==> config.mk <==
export PLATFORM = sky130hd
export DESIGN_NAME = bar_sizing_regs
export DESIGN_NICKNAME = d
export VERILOG_FILES = /design/src/rtl/bar_cfg_pkg.sv /design/src/rtl/bar_reg_slot.sv /design/src/rtl/bar_win_match.sv /design/src/rtl/bar_sizing_regs.sv
export SDC_FILE = /design/constraint.sdc
export NUM_CORES = 1
export LEC_CHECK = 0
export BUFFER_PORTS_ARGS = -buffer_cell sky130_fd_sc_hd__buf_2
export CAP_MARGIN = 5
export CORE_MARGIN = 1
export CORE_UTILIZATION = 57
export CTS_CLUSTER_SIZE = 28
export DETAILED_ROUTE_END_ITERATION = 12
export PLACE_DENSITY = 0.8
export RECOVER_POWER = 100
export SKIP_CTS_REPAIR_TIMING = 1
export SLEW_MARGIN = 20
export SYNTH_ARGS = -nofsm -noshare
export SYNTH_HDL_FRONTEND = slang
export SYNTH_HIERARCHICAL = 1
export SYNTH_SLANG_ARGS = --single-unit
export TNS_END_PERCENT = 5
==> constraint.sdc <==
create_clock -name clk_i -period 3.85 [get_ports clk_i]
set_input_delay 0.77 -clock clk_i [delete_from_list [all_inputs] [get_ports clk_i]]
set_output_delay 0.77 -clock clk_i [all_outputs]
set_load 0.05 [all_outputs]
==> src/rtl/bar_cfg_pkg.sv <==
`timescale 1ns/1ps
package bar_cfg_pkg;
  localparam int unsigned NUM_BARS = 6;
  localparam int unsigned IDX_W    = 3;
  localparam int unsigned AW       = 64;
  localparam int unsigned SZ_W     = 6;

  typedef enum logic [1:0] {SLOT_OFF, SLOT_LO32, SLOT_LO64, SLOT_HI64} slot_role_e;

  // address bits at or above the window size
  function automatic logic [AW-1:0] win_mask(input int unsigned sz);
    return ~((64'd1 << sz) - 64'd1);
  endfunction

  function automatic slot_role_e slot_role(input logic [NUM_BARS-1:0] en,
                                           input logic [NUM_BARS-1:0] is64,
                                           input int unsigned i);
    if (i > 0) begin
      if (en[i-1] && is64[i-1] && (i - 1) < NUM_BARS - 1) return SLOT_HI64;
    end
    if (!en[i]) return SLOT_OFF;
    if (is64[i] && i < NUM_BARS - 1) return SLOT_LO64;
    return SLOT_LO32;
  endfunction
endpackage

==> src/rtl/bar_reg_slot.sv <==
`timescale 1ns/1ps
module bar_reg_slot #(
  parameter logic [31:0] WMASK   = 32'h0,
  parameter logic [31:0] RO_BITS = 32'h0
) (
  input  logic        clk_i,
  input  logic        rst_ni,
  input  logic        wr_i,
  input  logic [3:0]  be_i,
  input  logic [31:0] wdata_i,
  output logic [31:0] base_o,
  output logic [31:0] rdata_o
);
  logic [31:0] base_q;
  logic [31:0] be_mask;

  always_comb begin
    for (int b = 0; b < 4; b++) be_mask[b*8 +: 8] = {8{be_i[b]}};
  end

  always_ff @(posedge clk_i or negedge rst_ni) begin
    if (!rst_ni) base_q <= '0;
    else if (wr_i) base_q <= ((base_q & ~be_mask) | (wdata_i & be_mask)) & WMASK;
  end

  assign base_o  = base_q;
  assign rdata_o = base_q | RO_BITS;
endmodule

==> src/rtl/bar_win_match.sv <==
`timescale 1ns/1ps
module bar_win_match #(
  parameter int unsigned NUM = 6,
  parameter int unsigned AW  = 64,
  parameter int unsigned IW  = 3
) (
  input  logic [NUM-1:0] valid_i,
  input  logic [AW-1:0]  base_i [NUM],
  input  logic [AW-1:0]  mask_i [NUM],
  input  logic [AW-1:0]  addr_i,
  input  logic           en_i,
  output logic           hit_o,
  output logic [IW-1:0]  idx_o,
  output logic [AW-1:0]  off_o
);
  always_comb begin
    hit_o = 1'b0;
    idx_o = '0;
    off_o = '0;
    // descending scan: lowest matching index is written last
    for (int k = NUM - 1; k >= 0; k--) begin
      if (en_i && valid_i[k] && ((addr_i & mask_i[k]) == base_i[k])) begin
        hit_o = 1'b1;
        idx_o = IW'(k);
        off_o = addr_i & ~mask_i[k];
      end
    end
  end
endmodule

==> src/rtl/bar_sizing_regs.sv <==
`timescale 1ns/1ps
module bar_sizing_regs
  import bar_cfg_pkg::*;
#(
  parameter logic [NUM_BARS-1:0]      BAR_EN   = 6'b010101,
  parameter logic [NUM_BARS-1:0]      BAR_IS64 = 6'b000100,
  parameter logic [NUM_BARS-1:0]      BAR_PREF = 6'b000100,
  parameter logic [NUM_BARS*SZ_W-1:0] BAR_SZ   = {6'd0, 6'd7, 6'd0, 6'd20, 6'd0, 6'd12}
) (
  input  logic             clk_i,
  input  logic             rst_ni,
  input  logic             cfg_we_i,
  input  logic [IDX_W-1:0] cfg_idx_i,
  input  logic [3:0]       cfg_be_i,
  input  logic [31:0]      cfg_wdata_i,
  output logic [31:0]      cfg_rdata_o,
  input  logic             mem_en_i,
  input  logic [AW-1:0]    addr_i,
  output logic             hit_o,
  output logic [IDX_W-1:0] hit_bar_o,
  output logic [AW-1:0]    hit_off_o
);
  logic [31:0]       slot_base [NUM_BARS];
  logic [31:0]       slot_rd   [NUM_BARS];
  logic [NUM_BARS-1:0] win_valid;
  logic [AW-1:0]     win_base  [NUM_BARS];
  logic [AW-1:0]     win_msk   [NUM_BARS];

  for (genvar i = 0; i < NUM_BARS; i++) begin : g_slot
    localparam int unsigned SZ   = BAR_SZ[i*SZ_W +: SZ_W];
    localparam int unsigned PREV = (i > 0) ? i - 1 : 0;
    localparam int unsigned NXT  = (i < NUM_BARS - 1) ? i + 1 : i;
    localparam int unsigned PSZ  = BAR_SZ[PREV*SZ_W +: SZ_W];
    localparam slot_role_e  ROLE = slot_role(BAR_EN, BAR_IS64, i);
    localparam logic [AW-1:0] M  = win_mask(SZ);
    localparam logic [AW-1:0] PM = win_mask(PSZ);
    localparam logic [31:0] WMASK =
      (ROLE == SLOT_LO32 || ROLE == SLOT_LO64) ? M[31:0] :
      (ROLE == SLOT_HI64)                      ? PM[63:32] : 32'h0;
    localparam logic [31:0] RO_BITS =
      (ROLE == SLOT_LO32) ? {28'h0, BAR_PREF[i], 2'b00, 1'b0} :
      (ROLE == SLOT_LO64) ? {28'h0, BAR_PREF[i], 2'b10, 1'b0} : 32'h0;

    bar_reg_slot #(.WMASK(WMASK), .RO_BITS(RO_BITS)) u_slot (
      .clk_i   (clk_i),
      .rst_ni  (rst_ni),
      .wr_i    (cfg_we_i && (cfg_idx_i == IDX_W'(i))),
      .be_i    (cfg_be_i),
      .wdata_i (cfg_wdata_i),
      .base_o  (slot_base[i]),
      .rdata_o (slot_rd[i])
    );

    assign win_valid[i] = (ROLE == SLOT_LO32) || (ROLE == SLOT_LO64);
    assign win_msk[i]   = M;
    if (ROLE == SLOT_LO64) begin : g_w64
      assign win_base[i] = {slot_base[NXT], slot_base[i]};
    end else begin : g_w32
      assign win_base[i] = {32'h0, slot_base[i]};
    end
  end

  always_comb begin
    cfg_rdata_o = '0;
    for (int k = 0; k < NUM_BARS; k++) begin
      if (cfg_idx_i == IDX_W'(k)) cfg_rdata_o = slot_rd[k];
    end
  end

  bar_win_match #(.NUM(NUM_BARS), .AW(AW), .IW(IDX_W)) u_match (
    .valid_i (win_valid),
    .base_i  (win_base),
    .mask_i  (win_msk),
    .addr_i  (addr_i),
    .en_i    (mem_en_i),
    .hit_o   (hit_o),
    .idx_o   (hit_bar_o),
    .off_o   (hit_off_o)
  );
endmodule

Word-level counts from Yosys, hierarchy flattened
Cells that the tools add are included.
{"block": "word_totals", "register_bits": 89, "inputBits": 107, "out_inout_bits": 100, "elab_cells": 45}
{"block": "classes", "n_eq_ne": 8, "muxes": 15, "bitwise_logic": 10, "n_reduce_logical": 8}
{"operator": "two-way mux 32 bit", "count": 6}
{"operator": "bitwise AND 32 bit", "count": 5}
{"operator": "OR 32 bit", "count": 4}
{"operator": "== test 57 x 25 -> 1 bit", "count": 1}
{"operator": "== test 52 x 20 -> 1 bit", "count": 1}
{"operator": "== test 44 bit", "count": 1}
{"operator": "two-way mux 20 bit", "count": 2}
{"operator": "NOT 32 bit", "count": 1}
{"operator": "two-way mux 3 bit", "count": 3}
{"operator": "logical AND 1 bit", "count": 7}
{"operator": "two-way mux 7 bit", "count": 1}
{"operator": "== test 3 x 2 -> 1 bit, second input constant", "count": 2}
{"operator": "== test 3 bit, second input constant", "count": 2}
{"operator": "== test 3 x 1 -> 1 bit, second input constant", "count": 1}
{"operator": "logical NOT 3 bit", "count": 1}
{"operator": "two-way mux 1 bit", "count": 3}

Depth between registers and ports, before layout
Gate-level depths: netlist (run 1).
{"block": "logic_depth", "word_depth": 7, "mapped_depth": 11}

Hierarchy
The synthesis (run 1) kept the hierarchy.
{"module": "bar_win_match", "n_inst": 1, "cells_each": 2269, "area_per_inst_um2": 13568.0}
{"module": "bar_sizing_regs", "n_inst": 1, "cells_each": 211, "area_per_inst_um2": 1969.4}
{"module": "bar_reg_slot (g_slot[3].u_slot)", "n_inst": 1, "cells_each": 100, "area_per_inst_um2": 1426.4}
{"module": "bar_reg_slot (g_slot[4].u_slot)", "n_inst": 1, "cells_each": 94, "area_per_inst_um2": 1226.2}
{"module": "bar_reg_slot (g_slot[0].u_slot)", "n_inst": 1, "cells_each": 88, "area_per_inst_um2": 1076.0}
{"module": "bar_reg_slot (g_slot[1].u_slot ...)", "n_inst": 2, "cells_each": 65, "area_per_inst_um2": 484.2}
{"module": "bar_reg_slot (g_slot[2].u_slot)", "n_inst": 1, "cells_each": 80, "area_per_inst_um2": 843.3}

Worst setup path before layout (run 1)
No wires, ideal clock.
{"block": "synth_path", "path_type": "input port to output port", "startpoint": "in addr_i[53]", "endpoint": "out hit_off_o[0]", "arrival_ps": 3840, "required_time_ps": 3080, "slack_ps": -760, "path_stages": 10, "cell_sequence": "buf_2 -> and3b_1 -> a211oi_1 -> nand4_1 -> or4_1 -> or2_2 -> clkbuf_1 -> nor4_1 -> o311ai_0 -> a21boi_0"}
{"block": "synth_via", "elab_chain_len": 5, "word_cells_on_any_way": 9, "cone_classes": "eq/ne: 3; mux: 3; reduce/logical: 3"}
{"item": "start, declared", "line": "bar_sizing_regs.sv:18", "source": "input logic [AW-1:0] addr_i,"}
{"item": "== test 57 x 25 -> 1 bit", "line": "bar_win_match.sv:22", "source": "if (en_i && valid_i[k] && ((addr_i & mask_i[k]) == base_i[k])) begin"}
{"item": "logical AND 1 bit", "line": "bar_win_match.sv:22"}
{"item": "two-way mux 7 bit", "line": "bar_win_match.sv:22"}
{"item": "two-way mux 20 bit", "line": "bar_win_match.sv:22"}
{"item": "two-way mux 20 bit (*)", "line": "bar_win_match.sv:22"}
{"item": "end, declared", "line": "bar_sizing_regs.sv:21", "source": "output logic [AW-1:0] hit_off_o"}
Every way passes the cells marked *; elsewhere a longest branch is shown, timed or not.

Worst setup path after layout (run 1)
{"block": "layout_path", "startpoint": "in addr_i[17]", "endpoint": "out hit_off_o[0]"}
The elaborated chain is that of the path after synthesis.

==> results.md, run 1 <==
* Vias in the first global route at 22583
* CTS tree: yes
* Metal3 WL at 9320 um
* Fill count at 3048
* Clk pin slew, worst setup/hold paths at 0.06 ns
* Final worst slack at -0.390 ns
* GRT Residual Overflow at 0
* All-Layer GR Usage at 44.7%
* Critical Path Fanout Max at 14
* Port bufs at 205
* PD cells at 176 nW/um^2
* Finished Core Util at 75.3%
* Layout net count at 4390
* Most frequent cells in the layout: conb_1, nand2_1, buf_4, nor2_1, nand3_1
* Layout cells sized above 1 at 16.4%
* IR drop worst, VDD at 584 uV
* Drt wl/cell at 18.1 um
* Max layer used: met5
* Worst-Skew Late Latency at 0.35 ns
* CTS root buf: clkbuf_16
* Largest net degree at the start of global routing at 130
* Core Rows at 70
* Drt pass-1 iters at 8
* Routed Antenna Nets at 0
* Final Power at 4.83 mW
* Initial core utilization at 57.7%
* Routed WL at 86300 um
* R2R depth at 2
* Outcome: finished with violations
* Crit end category: primary output
* Final Hold Violating Endpoints at 0
* CTS buffer count at 9
* Area Overhead vs Synth at 30.5%
* Reg2reg setup slack at 2.72 ns
* RSZ-0062 raised after global routing: yes
* Commonest non-fill, non-tap cell in the layout: conb_1
* WL met2 at 37900 um
* Yosys Warn Count at 6
* FMAX at 0.236 GHz
* Worst relative slew slack at -620%
* Initial antenna violation count at 6
* Crit path DAT at 3.47 ns
* Overall die area at 37700 um^2
* Met1 wire length at 31700 um
* CTS Sinks at 89
* Endpoints failing setup at 93
* I/O pin count at 207
* Slew Limit Fails at 377
* Mapped cell area at 21100 um^2
* Min Clock Period, post-route at 4.24 ns
* Cells after synthesis at 2970
* Height of the die at 194 um
* Worst-Margin Slew at 10.70 ns
* Die width at 194 um
* Post-DP HPWL at 62100 um
* Core area at 36500 um^2
* WHS Path Cells at 1
* Critical Path RT at 3.08 ns
* Worst Skew at 0 ns
* Worst min path class: reg -> reg
* Routability cong. at 1.05
* Residual DRC at 0
* Leakage Power at 12.9 nW
* Setup CP Type: in -> out
* Mean Syn Cell Area at 7.09 um^2
* # H-tree levels at 3
* First-pass GRT wire length at 131000 um
* Worst setup SP type: input pin
* Vias at 25225
* Max-cap violation count at 1
* Max Root-Sink Buffers at 2
* Via/cell ratio at 5.30
* Initial DRC Count at 2315
* Period utilization at 110%
* Violated checks: capacitance limit, slew limit, setup timing
per-layer routing:
layer,up-vias,track usage (%)
met5,-,0
met4,8,32.3
met3,402,9.29
met2,1414,71.6
met1,11299,53.3
li1,12102,-
critical path, stage by stage:
cell and delay [ns]:
buf_2 0.15, a21o_1 0.19, a211oi_2 0.24, buf_4 0.16, nand4_1 0.15, or4_4 0.55
nor4_4 0.31, buf_12 0.22, buf_12 0.12, nor2_4 0.11, o311ai_1 0.13, a21boi_2 0.12
clkbuf_4 0.23
stage by stage:
step	area [um^2]	hold slack [ns]	cells	setup slack (ns)	setup TNS, ns
final	27500	0.550	4756	-0.390	-26.16
after CTS	27100	0.444	4753	-0.498	-24.59
after floorplan	26900	0.474	4440	-0.117	-1.34
after detailed placement	26800	0.532	4738	-0.499	-22.47
after global placement	26800	0.523	4738	-0.492	-22.96
after global routing	27500	0.589	4755	-0.428	-32.99
worst max-delay path by stage:
stage	endpoint	startpoint	slack [ns]
final	hit_off_o[0]	addr_i[17]	-0.39
after global routing	hit_off_o[0]	addr_i[17]	-0.43
after CTS	hit_off_o[0]	addr_i[53]	-0.50
after detailed placement	hit_off_o[0]	addr_i[53]	-0.50
after global placement	hit_off_o[6]	addr_i[53]	-0.49
after floorplan	hit_off_o[0]	addr_i[53]	-0.12
cell type report:
class	count	area, um^2	area share, %
multi-input combinational	3756	21100	76.8
inverter	4	15.0	0.0546
sequential	89	2230	8.10
clock inverter	5	81.3	0.296
antenna	1	2.50	0.00910
timing repair buffer	423	3230	11.7
tap	468	586	2.13
clock buffer	10	229	0.833
power breakdown:
part	switching, mW	internal [mW]	leakage, nW	total (mW)
Combinational	1.36	0.935	11.7	2.29
Sequential	0.438	1.15	1.09	1.59
Clock	0.388	0.566	0.149	0.954
Total	2.18	2.65	12.9	4.83
Power figures use the tool's default switching activity.
==> run 2, diff against run 1 <==
--- a/config.mk
+++ b/config.mk
@@ -15,3 +15,2 @@
 export RECOVER_POWER = 100
-export SKIP_CTS_REPAIR_TIMING = 1
 export SLEW_MARGIN = 20
==> constraint.sdc (replaced) <==
create_clock -name clk_i -period 3.85 [get_ports clk_i]
set_input_delay 0.5775 -clock clk_i [delete_from_list [all_inputs] [get_ports clk_i]]
set_output_delay 0.5775 -clock clk_i [all_outputs]
set_load 0.05 [all_outputs]
==> results.md, run 2 (synthesized netlist as in run 1, its figures left out) <==
* Outcome: finished with violations
* Violated checks: capacitance limit, slew limit, setup timing
* Die width at 194 um
* GRT Residual Overflow at 0
* Worst min path class: in -> reg
* CTS buffer count at 9
* Port bufs at 205
* Post-Layout Inst Area at 26900 um^2
* Vias at 24737
* CTS root buf: clkbuf_16
* Final Hold Violating Endpoints at 0
* Initial DRC Count at 2426
* Instance count on the critical path at 12
* Layout net count at 4339
* Sequential cell area at 2230 um^2
* Clk pin slew, worst setup/hold paths at 0.07 ns
* Worst path cell trace: a21boi_0, a211oi_2, nand4_1, or4_4, nor4_4, buf_6, buf_12, buf_12, nor2_4, o311ai_0, a21boi_1, buf_2
* Critical Path Fanout Max at 12
* Endpoints failing setup at 11
* Setup CP Type: reg -> out
* CTS Sinks at 89
* Worst-Skew Late Latency at 0.34 ns
* Most common cell on crit path: buf_12
* Worst setup SP type: flop
* Layout cells sized above 1 at 14.3%
* Initial antenna violation count at 5
* All-Layer GR Usage at 43.2%
* Residual DRC at 0
* RSZ-0062 raised after global routing: yes
* WL met2 at 37000 um
* Period utilization at 101%
* Setup WS pre-CTS at -0.194 ns
* Routed WL at 84700 um
* Hold WS at 0.464 ns
* Min Clock Period, post-route at 3.90 ns
* Final Power at 4.81 mW
* Overall die area at 37700 um^2
* I/O pin count at 207
* Placed Area at 26100 um^2
* Metal3 WL at 8660 um
* Max Root-Sink Buffers at 2
* Area occupied by multi-input gates at 20900 um^2
* IR drop worst, VDD at 450 uV
* Core Rows at 70
* PD cells at 179 nW/um^2
* Leakage Power at 12.7 nW
* WHS Path Cells at 2
* Slew Limit Fails at 452
* Crit path max-delay family: simple AND/OR/NAND/NOR gates
* Vias in the first global route at 21558
* Drt pass-1 iters at 5
* CTS tree: yes
* Commonest non-fill, non-tap cell in the layout: conb_1
* Worst relative slew slack at -587%
* Max layer used: met4
* Fill count at 3093
* Worst Skew at 0 ns
* Crit path DAT at 3.32 ns
* Core area at 36500 um^2
* Max-cap violation count at 2
* Largest net degree at the start of global routing at 130
* Initial core utilization at 57.7%
* Routability cong. at 1.07
* Via/cell ratio at 5.25
* # H-tree levels at 3
* Area Overhead vs Synth at 27.7%
* Most frequent cells in the layout: conb_1, nand2_1, nor2_1, buf_4, nand3_1
* Critical Path RT at 3.27 ns
* Post-DP HPWL at 62300 um
* Height of the die at 194 um
* Final worst slack at -0.0523 ns
* Slowest Stage Delay on Critical Path at 0.57 ns
* FMAX at 0.256 GHz
* Met1 wire length at 31900 um
* Routed Antenna Nets at 0
* R2R depth at 2
* Worst-Margin Slew at 10.21 ns
* Drt wl/cell at 18.0 um
* First-pass GRT wire length at 126000 um
* WP buf/inv at 4
* Critical path's slowest cell: or4_4
* Crit end category: primary output
[run 2: report_power, final]
group,switching (mW),internal [mW],leakage [nW]
Combinational,1.34,0.903,11.4
Clock,0.400,0.576,0.161
Sequential,0.437,1.15,1.08
[run 2: repair_timing]
item | in CTS | in global routing
buffers inserted | 1 | 4
pin swaps | 4 | 51
setup endpoints to repair | 64 | 65
hold buffers | 0 | 0
gates cloned | 1 | 6
gates resized for setup | 18 | 123
[run 2: final cells by class]
class,instances,share of cell area [%]
repair buffers,372,10.4
inverters,4,0.0558
multi-input cells,3756,77.8
well taps,468,2.18
diodes,5,0.0465
flip-flops and latches,89,8.31
clock inverters,7,0.372
clock buffers,9,0.837
[run 2: final timing paths]
| check | slack, ns | start | to |
|---|---|---|---|
| max in group asynchronous | 1.75 | rst_ni | asynchronous set/reset pin |
| setup reg to reg | 2.81 | flop | flop |
| min in group asynchronous | 0.61 | rst_ni | asynchronous set/reset pin |
| hold / removal | 0.46 | cfg_wdata_i[0] | flop |
| hold reg to reg | 0.58 | flop | flop |
| setup / recovery | -0.05 | flop | hit_off_o[0] |
[run 2: routing by layer]
metal	GRT usage, %	up-vias
met3	7.71	344
met5	0	-
met1	53.0	11117
met4	32.2	0
li1	-	12007
met2	67.9	1269
[run 2: metrics by stage]
step / cells / setup TNS [ns] / util, %
2_1_floorplan: 4440 / -8.90 / -
3_3_place_gp: 4681 / -4.93 / 71.6
3_5_place_dp: 4681 / -4.26 / 71.6
4_1_cts: 4699 / 0 / 72.7
5_1_grt: 4706 / -3.28 / 73.6
6_report: 4710 / -0.180 / 73.6
